<file path="config.mk">
export PLATFORM = sky130hd
export DESIGN_NAME = i2cModeRegs
export DESIGN_NICKNAME = d
export VERILOG_FILES = /design/src/rtl/i2cModeRegsPkg.sv /design/src/rtl/i2cRegCtrl.sv /design/src/rtl/i2cRegData.sv /design/src/rtl/i2cModeRegs.sv
export SDC_FILE = /design/constraint.sdc
export NUM_CORES = 1
export LEC_CHECK = 0
export ABC_AREA = 1
export BUFFER_PORTS_ARGS = -buffer_cell sky130_fd_sc_hd__buf_2
export CELL_PAD_IN_SITES_DETAIL_PLACEMENT = 2
export CELL_PAD_IN_SITES_GLOBAL_PLACEMENT = 2
export CORE_UTILIZATION = 33
export CTS_BUF_LIST = sky130_fd_sc_hd__clkbuf_8
export DETAILED_ROUTE_END_ITERATION = 10
export MAX_ROUTING_LAYER = met4
export PLACE_DENSITY_LB_ADDON = 0.1
export SETUP_SLACK_MARGIN = 0.02
export SYNTH_ARGS = -nofsm -noshare
export SYNTH_HDL_FRONTEND = slang
export SYNTH_SLANG_ARGS = --single-unit
</file>
<file path="constraint.sdc">
create_clock -name clk -period 3.2 [get_ports clk]
set_clock_uncertainty 0.1 [all_clocks]
set_input_delay 0.96 -clock clk [delete_from_list [all_inputs] [get_ports clk]]
set_output_delay 0.96 -clock clk [all_outputs]
set_load 0.01 [all_outputs]
</file>
<file path="src/rtl/i2cModeRegsPkg.sv">
package i2cModeRegsPkg;

  localparam int REG_COUNT = 11;
  localparam int PTR_W     = 4;
  localparam int ROW_W     = 5;
  localparam int COL_W     = 6;

  localparam logic [PTR_W-1:0] PTR_ADV    = 4'd0;
  localparam logic [PTR_W-1:0] PTR_SLOT   = 4'd2;
  localparam logic [PTR_W-1:0] PTR_PAGE   = 4'd3;
  localparam logic [PTR_W-1:0] PTR_ROW    = 4'd9;
  localparam logic [PTR_W-1:0] PTR_COL    = 4'd10;
  localparam logic [PTR_W-1:0] PTR_STREAM = 4'd11;

  typedef enum logic [2:0] {
    ST_IDLE, ST_ADDR, ST_ADDR_ACK, ST_WRITE, ST_WR_ACK, ST_READ, ST_RD_ACK
  } busStateT;

  typedef struct packed {
    logic       ptrLoad;
    logic       regWr;
    logic       fetch;
    logic [7:0] data;
  } ctrlStrobeT;

  function automatic logic [7:0] regMask(input int idx);
    case (idx)
      0:               return 8'hF5;
      1:               return 8'hAF;
      2:               return 8'h0F;
      3:               return 8'h1F;
      5, 6, 7, 9, 10:  return 8'hFF;
      default:         return 8'h00;
    endcase
  endfunction

  function automatic logic [7:0] regReset(input int idx);
    case (idx)
      1, 5, 6: return 8'h03;
      default: return 8'h00;
    endcase
  endfunction

  function automatic logic ptrSteps(input logic [PTR_W-1:0] p);
    return (p == 4'd0) || (p == 4'd1) || (p == 4'd2) || (p == 4'd5) ||
           (p == 4'd6) || (p == 4'd9) || (p == 4'd10);
  endfunction

endpackage

</file>
<file path="src/rtl/i2cRegCtrl.sv">
module i2cRegCtrl
  import i2cModeRegsPkg::*;
#(
  parameter logic [6:0] DEV_ADDR    = 7'b0010001,
  parameter int         SYNC_STAGES = 2
) (
  input  logic       clk,
  input  logic       rstN,
  input  logic       sclIn,
  input  logic       sdaIn,
  input  logic [7:0] rdByte,
  output ctrlStrobeT strobe,
  output logic       sdaOe
);

  logic [SYNC_STAGES-1:0] sclPipe, sdaPipe;
  logic sclS, sdaS, sclPrev, sdaPrev;

  generate
    if (SYNC_STAGES > 1) begin : gSyncChain
      always_ff @(posedge clk) begin
        if (!rstN) begin
          sclPipe <= '1;
          sdaPipe <= '1;
        end else begin
          sclPipe <= {sclPipe[SYNC_STAGES-2:0], sclIn};
          sdaPipe <= {sdaPipe[SYNC_STAGES-2:0], sdaIn};
        end
      end
    end else begin : gSyncSingle
      always_ff @(posedge clk) begin
        if (!rstN) begin
          sclPipe <= '1;
          sdaPipe <= '1;
        end else begin
          sclPipe <= sclIn;
          sdaPipe <= sdaIn;
        end
      end
    end
  endgenerate

  assign sclS = sclPipe[SYNC_STAGES-1];
  assign sdaS = sdaPipe[SYNC_STAGES-1];

  always_ff @(posedge clk) begin
    if (!rstN) begin
      sclPrev <= 1'b1;
      sdaPrev <= 1'b1;
    end else begin
      sclPrev <= sclS;
      sdaPrev <= sdaS;
    end
  end

  logic sclRise, sclFall, startDet, stopDet;
  assign sclRise  = sclS & ~sclPrev;
  assign sclFall  = ~sclS & sclPrev;
  assign startDet = sclS & sclPrev & sdaPrev & ~sdaS;
  assign stopDet  = sclS & sclPrev & ~sdaPrev & sdaS;

  busStateT   state;
  logic [2:0] bitCnt;
  logic [7:0] shiftQ;
  logic       byteFull, firstQ, readQ, masterAck, sdaOeQ;
  ctrlStrobeT strobeQ;

  always_ff @(posedge clk) begin
    if (!rstN) begin
      state     <= ST_IDLE;
      bitCnt    <= '0;
      shiftQ    <= '0;
      byteFull  <= 1'b0;
      firstQ    <= 1'b0;
      readQ     <= 1'b0;
      masterAck <= 1'b0;
      sdaOeQ    <= 1'b0;
      strobeQ   <= '0;
    end else begin
      strobeQ <= '0;
      if (startDet) begin
        state    <= ST_ADDR;
        bitCnt   <= '0;
        byteFull <= 1'b0;
        firstQ   <= 1'b1;
        sdaOeQ   <= 1'b0;
      end else if (stopDet) begin
        state  <= ST_IDLE;
        sdaOeQ <= 1'b0;
      end else begin
        case (state)
          ST_ADDR, ST_WRITE: begin
            if (sclRise && !byteFull) begin
              shiftQ <= {shiftQ[6:0], sdaS};
              bitCnt <= bitCnt + 3'd1;
              if (bitCnt == 3'd7) byteFull <= 1'b1;
            end else if (sclFall && byteFull) begin
              byteFull <= 1'b0;
              if (state == ST_ADDR) begin
                if (shiftQ[7:1] == DEV_ADDR) begin
                  state  <= ST_ADDR_ACK;
                  sdaOeQ <= 1'b1;
                  readQ  <= shiftQ[0];
                end else begin
                  state <= ST_IDLE;
                end
              end else begin
                state           <= ST_WR_ACK;
                sdaOeQ          <= 1'b1;
                strobeQ.ptrLoad <= firstQ;
                strobeQ.regWr   <= !firstQ;
                strobeQ.data    <= shiftQ;
                firstQ          <= 1'b0;
              end
            end
          end
          ST_ADDR_ACK: begin
            if (sclRise && readQ) begin
              strobeQ.fetch <= 1'b1;
            end else if (sclFall) begin
              bitCnt <= '0;
              if (readQ) begin
                state  <= ST_READ;
                shiftQ <= rdByte;
                sdaOeQ <= !rdByte[7];
              end else begin
                state  <= ST_WRITE;
                sdaOeQ <= 1'b0;
              end
            end
          end
          ST_WR_ACK: begin
            if (sclFall) begin
              state  <= ST_WRITE;
              sdaOeQ <= 1'b0;
            end
          end
          ST_READ: begin
            if (sclFall) begin
              if (bitCnt == 3'd7) begin
                sdaOeQ <= 1'b0;
                state  <= ST_RD_ACK;
              end else begin
                bitCnt <= bitCnt + 3'd1;
                shiftQ <= {shiftQ[6:0], 1'b0};
                sdaOeQ <= !shiftQ[6];
              end
            end
          end
          ST_RD_ACK: begin
            if (sclRise) begin
              masterAck     <= !sdaS;
              strobeQ.fetch <= !sdaS;
            end else if (sclFall) begin
              if (masterAck) begin
                state  <= ST_READ;
                shiftQ <= rdByte;
                sdaOeQ <= !rdByte[7];
                bitCnt <= '0;
              end else begin
                state <= ST_IDLE;
              end
            end
          end
          default: state <= ST_IDLE;
        endcase
      end
    end
  end

  assign strobe = strobeQ;
  assign sdaOe  = sdaOeQ;

endmodule

</file>
<file path="src/rtl/i2cRegData.sv">
module i2cRegData
  import i2cModeRegsPkg::*;
#(
  parameter int         COLS    = 40,
  parameter int         SLOTS   = 7,
  parameter logic [4:0] ROM_VER = 5'b01000,
  localparam int        SLOT_W  = (SLOTS > 1) ? $clog2(SLOTS) : 1
) (
  input  logic                   clk,
  input  logic                   rstN,
  input  ctrlStrobeT             strobe,
  output logic [7:0]             rdByte,
  output logic [REG_COUNT*8-1:0] regsOut,
  output logic [ROW_W-1:0]       curRow,
  output logic [COL_W-1:0]       curCol,
  output logic                   curExt,
  output logic                   clearMem,
  output logic                   memWrEn,
  output logic                   memRdEn,
  output logic [6:0]             memWrData,
  input  logic [6:0]             memRdData,
  output logic                   prWrEn,
  output logic [SLOT_W-1:0]      prSlot,
  output logic [4:0]             prData,
  input  logic                   syncOk,
  input  logic                   textOk,
  input  logic                   is525
);

  logic [REG_COUNT-1:0][7:0] regQ;
  logic [PTR_W-1:0]          ptrQ;
  logic [SLOT_W-1:0]         slotQ;
  logic [7:0]                txQ;
  logic                      memPendQ;

  logic onStream, statusSel, access, cursorStep;
  logic [2:0] startCol;
  logic [7:0] statusByte;

  assign onStream   = (ptrQ == PTR_STREAM);
  assign statusSel  = regQ[PTR_ADV][0];
  assign access     = strobe.regWr | strobe.fetch;
  assign memWrEn    = strobe.regWr & onStream;
  assign memRdEn    = strobe.fetch & onStream & ~statusSel;
  assign cursorStep = memWrEn | memRdEn;
  assign prWrEn     = strobe.regWr & (ptrQ == PTR_PAGE);
  assign startCol   = strobe.data[2:0];
  assign statusByte = {is525, ROM_VER, textOk, syncOk};

  always_ff @(posedge clk) begin
    if (!rstN) begin
      ptrQ <= '0;
    end else if (strobe.ptrLoad) begin
      ptrQ <= strobe.data[PTR_W-1:0];
    end else if (access && ptrSteps(ptrQ)) begin
      ptrQ <= ptrQ + 1'b1;
    end
  end

  always_ff @(posedge clk) begin
    if (!rstN) begin
      for (int i = 0; i < REG_COUNT; i++) regQ[i] <= regReset(i);
    end else begin
      if (regQ[PTR_ROW][6]) regQ[PTR_ROW][6] <= 1'b0;
      for (int i = 0; i < REG_COUNT; i++) begin
        if (strobe.regWr && ptrQ == PTR_W'(i)) regQ[i] <= strobe.data & regMask(i);
      end
      if (cursorStep) begin
        if (int'(regQ[PTR_COL][COL_W-1:0]) >= COLS - 1) begin
          regQ[PTR_COL][COL_W-1:0] <= '0;
          regQ[PTR_ROW][ROW_W-1:0] <= regQ[PTR_ROW][ROW_W-1:0] + 1'b1;
        end else begin
          regQ[PTR_COL][COL_W-1:0] <= regQ[PTR_COL][COL_W-1:0] + 1'b1;
        end
      end
    end
  end

  always_ff @(posedge clk) begin
    if (!rstN) begin
      slotQ <= '0;
    end else if (strobe.regWr && ptrQ == PTR_SLOT) begin
      slotQ <= (int'(startCol) < SLOTS) ? SLOT_W'(startCol) : '0;
    end else if (prWrEn) begin
      slotQ <= (int'(slotQ) == SLOTS - 1) ? '0 : slotQ + 1'b1;
    end
  end

  always_ff @(posedge clk) begin
    if (!rstN) begin
      txQ      <= '0;
      memPendQ <= 1'b0;
    end else begin
      memPendQ <= 1'b0;
      if (memPendQ) txQ <= {1'b0, memRdData};
      if (strobe.fetch) begin
        if (!onStream)      txQ      <= 8'h00;
        else if (statusSel) txQ      <= statusByte;
        else                memPendQ <= 1'b1;
      end
    end
  end

  assign rdByte    = txQ;
  assign regsOut   = regQ;
  assign curRow    = regQ[PTR_ROW][ROW_W-1:0];
  assign curExt    = regQ[PTR_ROW][5];
  assign clearMem  = regQ[PTR_ROW][6];
  assign curCol    = regQ[PTR_COL][COL_W-1:0];
  assign memWrData = strobe.data[6:0];
  assign prSlot    = slotQ;
  assign prData    = strobe.data[4:0];

endmodule

</file>
<file path="src/rtl/i2cModeRegs.sv">
module i2cModeRegs
  import i2cModeRegsPkg::*;
#(
  parameter logic [6:0] DEV_ADDR = 7'b0010001,
  parameter int         COLS     = 40,
  parameter int         SLOTS    = 7,
  parameter logic [4:0] ROM_VER  = 5'b01000,
  localparam int        SLOT_W   = (SLOTS > 1) ? $clog2(SLOTS) : 1
) (
  input  logic                   clk,
  input  logic                   rstN,
  input  logic                   sclIn,
  input  logic                   sdaIn,
  output logic                   sdaOe,
  output logic [REG_COUNT*8-1:0] regsOut,
  output logic [ROW_W-1:0]       curRow,
  output logic [COL_W-1:0]       curCol,
  output logic                   curExt,
  output logic                   clearMem,
  output logic                   memWrEn,
  output logic                   memRdEn,
  output logic [6:0]             memWrData,
  input  logic [6:0]             memRdData,
  output logic                   prWrEn,
  output logic [SLOT_W-1:0]      prSlot,
  output logic [4:0]             prData,
  input  logic                   syncOk,
  input  logic                   textOk,
  input  logic                   is525
);

  ctrlStrobeT strobe;
  logic [7:0] rdByte;

  i2cRegCtrl #(.DEV_ADDR(DEV_ADDR), .SYNC_STAGES(2)) u_ctrl (
    .clk    (clk),
    .rstN   (rstN),
    .sclIn  (sclIn),
    .sdaIn  (sdaIn),
    .rdByte (rdByte),
    .strobe (strobe),
    .sdaOe  (sdaOe)
  );

  i2cRegData #(.COLS(COLS), .SLOTS(SLOTS), .ROM_VER(ROM_VER)) u_data (
    .clk       (clk),
    .rstN      (rstN),
    .strobe    (strobe),
    .rdByte    (rdByte),
    .regsOut   (regsOut),
    .curRow    (curRow),
    .curCol    (curCol),
    .curExt    (curExt),
    .clearMem  (clearMem),
    .memWrEn   (memWrEn),
    .memRdEn   (memRdEn),
    .memWrData (memWrData),
    .memRdData (memRdData),
    .prWrEn    (prWrEn),
    .prSlot    (prSlot),
    .prData    (prData),
    .syncOk    (syncOk),
    .textOk    (textOk),
    .is525     (is525)
  );

endmodule

</file>
### After elaboration in Yosys (flattened, before gate mapping)

Cells that the tools add are included.

| word-level totals | value |
|---|---|
| output and inout bits | 120 |
| word-level logic and storage cells | 274 |
| input port bits | 14 |
| bits in registers | 140 |

| operators by class | value |
|---|---|
| add/subtract/negate cells | 5 |
| reduce and logical (&&, ||, !) cells | 50 |
| order comparisons | 2 |
| equal/unequal tests | 47 |
| bitwise gates (word level) | 35 |
| muxes and demuxes | 100 |

Operator list:

| kind | number |
|---|---|
| 2-to-1 mux 8 bit | 35 |
| bitwise AND 8 bit | 11 |
| 2-to-1 mux 3 bit | 24 |
| case mux 8 bit (4 select lines) | 1 |
| 2-to-1 mux 1 bit | 27 |
| inequality test 2 x 1 -> 1 bit (second input constant) | 12 |
| inequality test 4 x 1 -> 1 bit (second input constant) | 6 |
| 2-to-1 mux 6 bit | 3 |
| AND reduction 9 bit | 2 |
| == test 4 x 3 -> 1 bit (second input constant) | 4 |
| == test 4 bit (second input constant) | 4 |
| logical AND 1 bit | 15 |
| 2-to-1 mux 5 bit | 3 |
| case mux 3 bit (5 select lines) | 1 |
| == test 3 bit (second input constant) | 4 |
| case mux 3 bit (4 select lines) | 1 |
| AND reduction 12 bit | 1 |
| nonzero test 2 bit | 6 |
| bitwise AND 1 bit | 11 |
| NOT 1 bit | 11 |
| AND reduction 11 bit | 1 |
| inequality test 2 bit (second input constant) | 5 |
| AND reduction 10 bit | 1 |
| == test 3 x 2 -> 1 bit (second input constant) | 3 |
| 31 further kinds | 47 |

### Logic depth before layout (Yosys ltp)

| depth | value |
|---|---|
| depth after elaboration | 10 |
| gate-level depth with buffers | 11 |
| depth with buffers taken out | 11 |

### Modules after synthesis

A second synthesis with hierarchy kept.

| unflattened totals | value |
|---|---|
| cells, all modules | 781 |
| area total of the unflattened synthesis | 5591.6 µm² |

Modules (own cells, without submodules):

| module | sequential area each (µm²) | cells each | times used | area an instance (µm²) |
|---|---|---|---|---|
| i2cRegData | 1541.5 | 502 | 1 | 3754.9 |
| i2cRegCtrl | 720.7 | 279 | 1 | 1836.8 |

### Worst setup path before layout

OpenSTA, ideal clock, no wires.

| timing path | value |
|---|---|
| path kind | reg2out |
| start | reg u_data.ptrQ[0] |
| end | out prWrEn |
| path slack | 1.019 ns |
| stages on the path, launching flop included | 7 |
| data required time | 2.140 ns |
| buffers on the path | 1 |
| arrival | 1.121 ns |
| cells stage by stage | dfxtp_1 -> ha_1 -> nand2_1 -> inv_1 -> nand2_1 -> inv_1 -> clkbuf_1 |

| between the ends | value |
|---|---|
| cells in the longest elaborated chain, start to end | 2 |

RTL lines:

| element | RTL line | RTL |
|---|---|---|
| start: declaration | i2cRegData.sv:31 | `logic [PTR_W-1:0] ptrQ;` |
| start signal: assignment | i2cRegData.sv:54 | `ptrQ <= strobe.data[PTR_W-1:0];` |
| start signal: assignment | i2cRegData.sv:56 | `ptrQ <= ptrQ + 1'b1;` |
| == test 4 x 2 -> 1 bit | i2cRegData.sv:46 | `assign prWrEn = strobe.regWr & (ptrQ == PTR_PAGE);` |
| bitwise AND 1 bit | i2cRegData.sv:46 |  |
| end: declaration | i2cModeRegs.sv:24 | `output logic prWrEn,` |

No other way between the ends.

### Worst setup path after layout

| timing path | value |
|---|---|
| start | reg u_data.ptrQ[3] |
| end | out memWrEn |

| between the ends | value |
|---|---|
| cells in the longest elaborated chain, start to end | 2 |

RTL lines:

| element | RTL line | RTL |
|---|---|---|
| == test 4 bit | i2cRegData.sv:40 | `assign onStream = (ptrQ == PTR_STREAM);` |
| bitwise AND 1 bit | i2cRegData.sv:43 | `assign memWrEn = strobe.regWr & onStream;` |
| end: declaration | i2cModeRegs.sv:20 | `output logic memWrEn,` |

No other way between the ends.

==> qor.tcl <==
set qor(outcome) {completed}
set qor(cp_class) {reg2out}
set qor(drt_pass1_iterations) 4
set qor(ys_async_sr_fraction_pct) 0
set qor(number_of_nets_still_failing_antenna_checks_after_routing) 0
set qor(min_period_ps) 3008
set qor(postSynthAreaPerCell_um2) 7.268
set qor(clock_tree.buffer_depth) 2
set qor(fin_hold_ws_ps) 326.3
set qor(synth.ff_latch_count) 113
set qor(final_layout_size_suffix_gt1_share_pct) 20.53
set qor(vias_per_cell) 4.913
set qor(portBuffers) 106
set qor(post_synth_main_area_contributors) {dfxtp_1 (42%), nand2_1 (9.4%), buf_4 (7.2%)}
set qor(drc_errors) 0
set qor(cp_data_arrival_time_ps) 1950
set qor(worstPathMaxFanout) 11
set qor(cp_data_required_time_ps) 2140
set qor(overflow) 0
set qor(finalWeightedCongestion) 0.8397
set qor(synth_top_cell_area_share_pct) 41.89
set qor(antenna_found_initial) 0
set qor(n_antenna_cell) 0
set qor(num-nets-final) 847
set qor(worst_path_largest_cell_delay_ps) 440
set qor(synth-edff-count) 0
set qor(critPathCaptureType) {primary output}
set qor(grt_max_degree) 73
set qor(netlist_top_cells_count) {nand2_1 (135), dfxtp_1 (113), nor2_1 (89)}
set qor(postLayoutCellArea_mm2) 0.006294
set qor(drt_first_iter_violations) 166
set qor(floorplan.die_area_mm2) 0.01688
set qor(setup_tns_ps) 0
set qor(ys_dominant_reg_cell) {dfxtp_1}
set qor(power.density_mw_per_mm2) 578.0
set qor(total_length_of_routed_wires_mm) 18.19
set qor(grt_pass1_wl_mm) 28.99
set qor(post-route-worst-setup-slack_ps) 192.3
set qor(fp-row-count) 46
set qor(place_hpwl_mm) 13.46
set qor(floorplan.initialDensity_pct) 33.87
set qor(fp.dieW_um) 129.9
set qor(timing.reg2reg.worst_path_depth) 6
set qor(critPathLaunchType) {register}
set qor(cap_viol_max_count) 0
set qor(tritoncts.num_buffers) 17
set qor(grt_setup_unrepaired) {false}
set qor(layout.cells.non_filler) 1054
set qor(cts.reportedPaths.clkPinSlew_ps) 70
set qor(hp_class) {reg2reg}
set qor(core-area_mm2) 0.01594
set qor(layout_worst_path_cycle_share_pct) 93.99
set qor(setup.worst_path.end) {memWrEn}
set qor(p_leak_nw) 3.010
set qor(cp_cell_sequence) {inv_2 > nor2_1 > nand2_1 > inv_1 > buf_2}
set qor(r2r_setup_slack_ps) 1060
set qor(dr_total_vias) 5178
set qor(slew_headroom_pct) 32.83
set qor(fmaxAchievable_ghz) 0.3325
set qor(critical_path.reg2reg.endpoint) {u_data.regsOut[63]}
set qor(clock_latency_on_the_worst_skew_pair_ps) 450
set qor(postSynthCellCount) 743
set qor(finalSetupViolations) 0
set qor(h-tree-depth) 4
set qor(preCtsSetupSlack_ps) 602.7
set qor(postPlaceCellArea_mm2) 0.005861
set qor(dp.cells) 1022
set qor(post_cts_buffers) 0
set qor(rr_startpoint) {u_data.ptrQ[0]}
set qor(max_slew.worst_pin.slew_ps) 1004
set qor(synthMostInstantiatedCell) {nand2_1}
set qor(grt.total_usage_pct) 23.37
set qor(cts.sink_count) 113
set qor(yosys.area.top_type) {dfxtp_1}
set qor(area_delta_synth_final_pct) 16.54
set qor(netlist-cell-type-count) 35
set qor(setup.worst_path.start) {u_data.ptrQ[3]}
set qor(synth.yosys.seq_area_share_pct) 41.89
set qor(die_h_um) 129.9
set qor(vias_in_the_first_global_route) 5519
set qor(power.ir.vdd_worst_mv) 0.2420
set qor(yosys_warnings) 0
set qor(root_cell_of_the_clock_tree) {clkbuf_8}
set qor(routedWlPerCell_um) 17.26
set qor(synth_area_mm2) 0.005400
set qor(critical_path.slowest_cell) {dfxtp_1}
set qor(cts_tree) {yes}
set qor(holdPathStages) 1
set qor(io_pins) 134
set qor(hold_violations) 0
set qor(final-max-slew-violation-count) 0
-- cell type report --
| cell class | instances | area, um2 |
|---|---|---|
| clock inverter | 13 | 160.2 |
| clock buffer | 19 | 261.5 |
| inverter | 78 | 292.8 |
| multi-input combinational | 505 | 2474 |
| sequential | 113 | 2262 |
| timing repair buffer | 110 | 573.1 |
| tap | 216 | 270.3 |
| fill | 1914 | 9649 |
-- stage by stage --
step | power (mW) | utilization [%]
CTS | 3.690 | 39.41
detailed placement | 2.224 | 36.76
floorplan | 2.068 | -
global route | 3.832 | 39.48
finish | 3.638 | 39.48
global placement | 2.182 | 36.76
-- state kept, by name, indices dropped and copies added, names as in the netlist, 3 cells and up --
signal          count
u_data.rdByte       8
u_ctrl.state        3
u_ctrl.strobe      11
u_data.prSlot       3
u_data.curRow       5
u_ctrl.shiftQ       8
u_ctrl.bitCnt       3
u_data.regsOut     48
u_data.ptrQ         4
u_data.curCol       6
-- routing by layer --
metal,routed length (um),track usage [%],part of all wire [%],vias to the layer above
met5,0,-,0,-
met4,267,7.729,1.5,0
met3,601,4.920,3.3,20
met2,9669,41.49,53,112
met1,7655,25.97,42,2550
li1,-,-,-,2496
-- cells by family after synthesis --
group / share of synthesized area, %
simple gates: 25.35
compound gates: 15.52
fa+ha+maj: 1.854
mux: 0.1854
other cells: 0.06944
buf+inv: 14.32
flops: 41.89
xor+xnor: 0.8111
-- how the worst min path moves through the flow --
stage	from	endpoint	slack, ps
final	u_ctrl.firstQ	u_ctrl.strobe[9]	330
after global routing	u_ctrl.sclPipe[0]	u_ctrl.sclPipe[1]	350
after CTS	u_ctrl.sdaPipe[0]	u_ctrl.sdaPipe[1]	330
after detailed placement	u_ctrl.sdaPipe[0]	u_ctrl.sdaPipe[1]	310
after global placement	u_ctrl.sdaPipe[0]	u_ctrl.sdaPipe[1]	300
after floorplan	u_ctrl.sclPipe[0]	u_ctrl.sclPipe[1]	290
-- report_power, final --
group | switching [mW] | leakage (nW) | internal, mW | total (mW)
Sequential | 0.0508 | 0.913 | 1.46 | 1.51
Clock | 0.641 | 0.200 | 0.809 | 1.45
Combinational | 0.465 | 1.90 | 0.214 | 0.679
-- critical path: cells and delay by family, from the launching register on --
| family | cells | cell delay (ps) |
|---|---|---|
| buffers and inverters | 3 | 400 |
| DFF | 1 | 440 |
| and+or+nand+nor | 2 | 660 |
-- cell usage in the layout, fill, tap and decap left out, types with 2 or more instances in the layout --
cell type   count
bufinv_16       3
a211oi_1        2
nand2_4         4
nand3_1        44
inv_2           6
nand4_1        14
clkinvlp_4      5
nor2_1         89
dfxtp_1       113
nand3_2         3
buf_2         106
conb_1         27
xnor2_1         3
nand2_2         6
a21oi_1        59
o22ai_1         4
xor2_1          2
nand2_1       135
a31oi_1         4
clkbuf_8       19
clkinv_2        3
ha_1            8
o211ai_1       10
o21ai_1         2
nor3_1          4
nor2_8          2
or2_2           5
buf_4           3
o21ai_0        72
inv_1          72
-- repair_timing --
item                                    in CTS  in global routing
hold buffers                                 0                  0
resized for setup                            0                  2
endpoints found under the setup margin       0                  1
(Power assumes the default switching activity.)
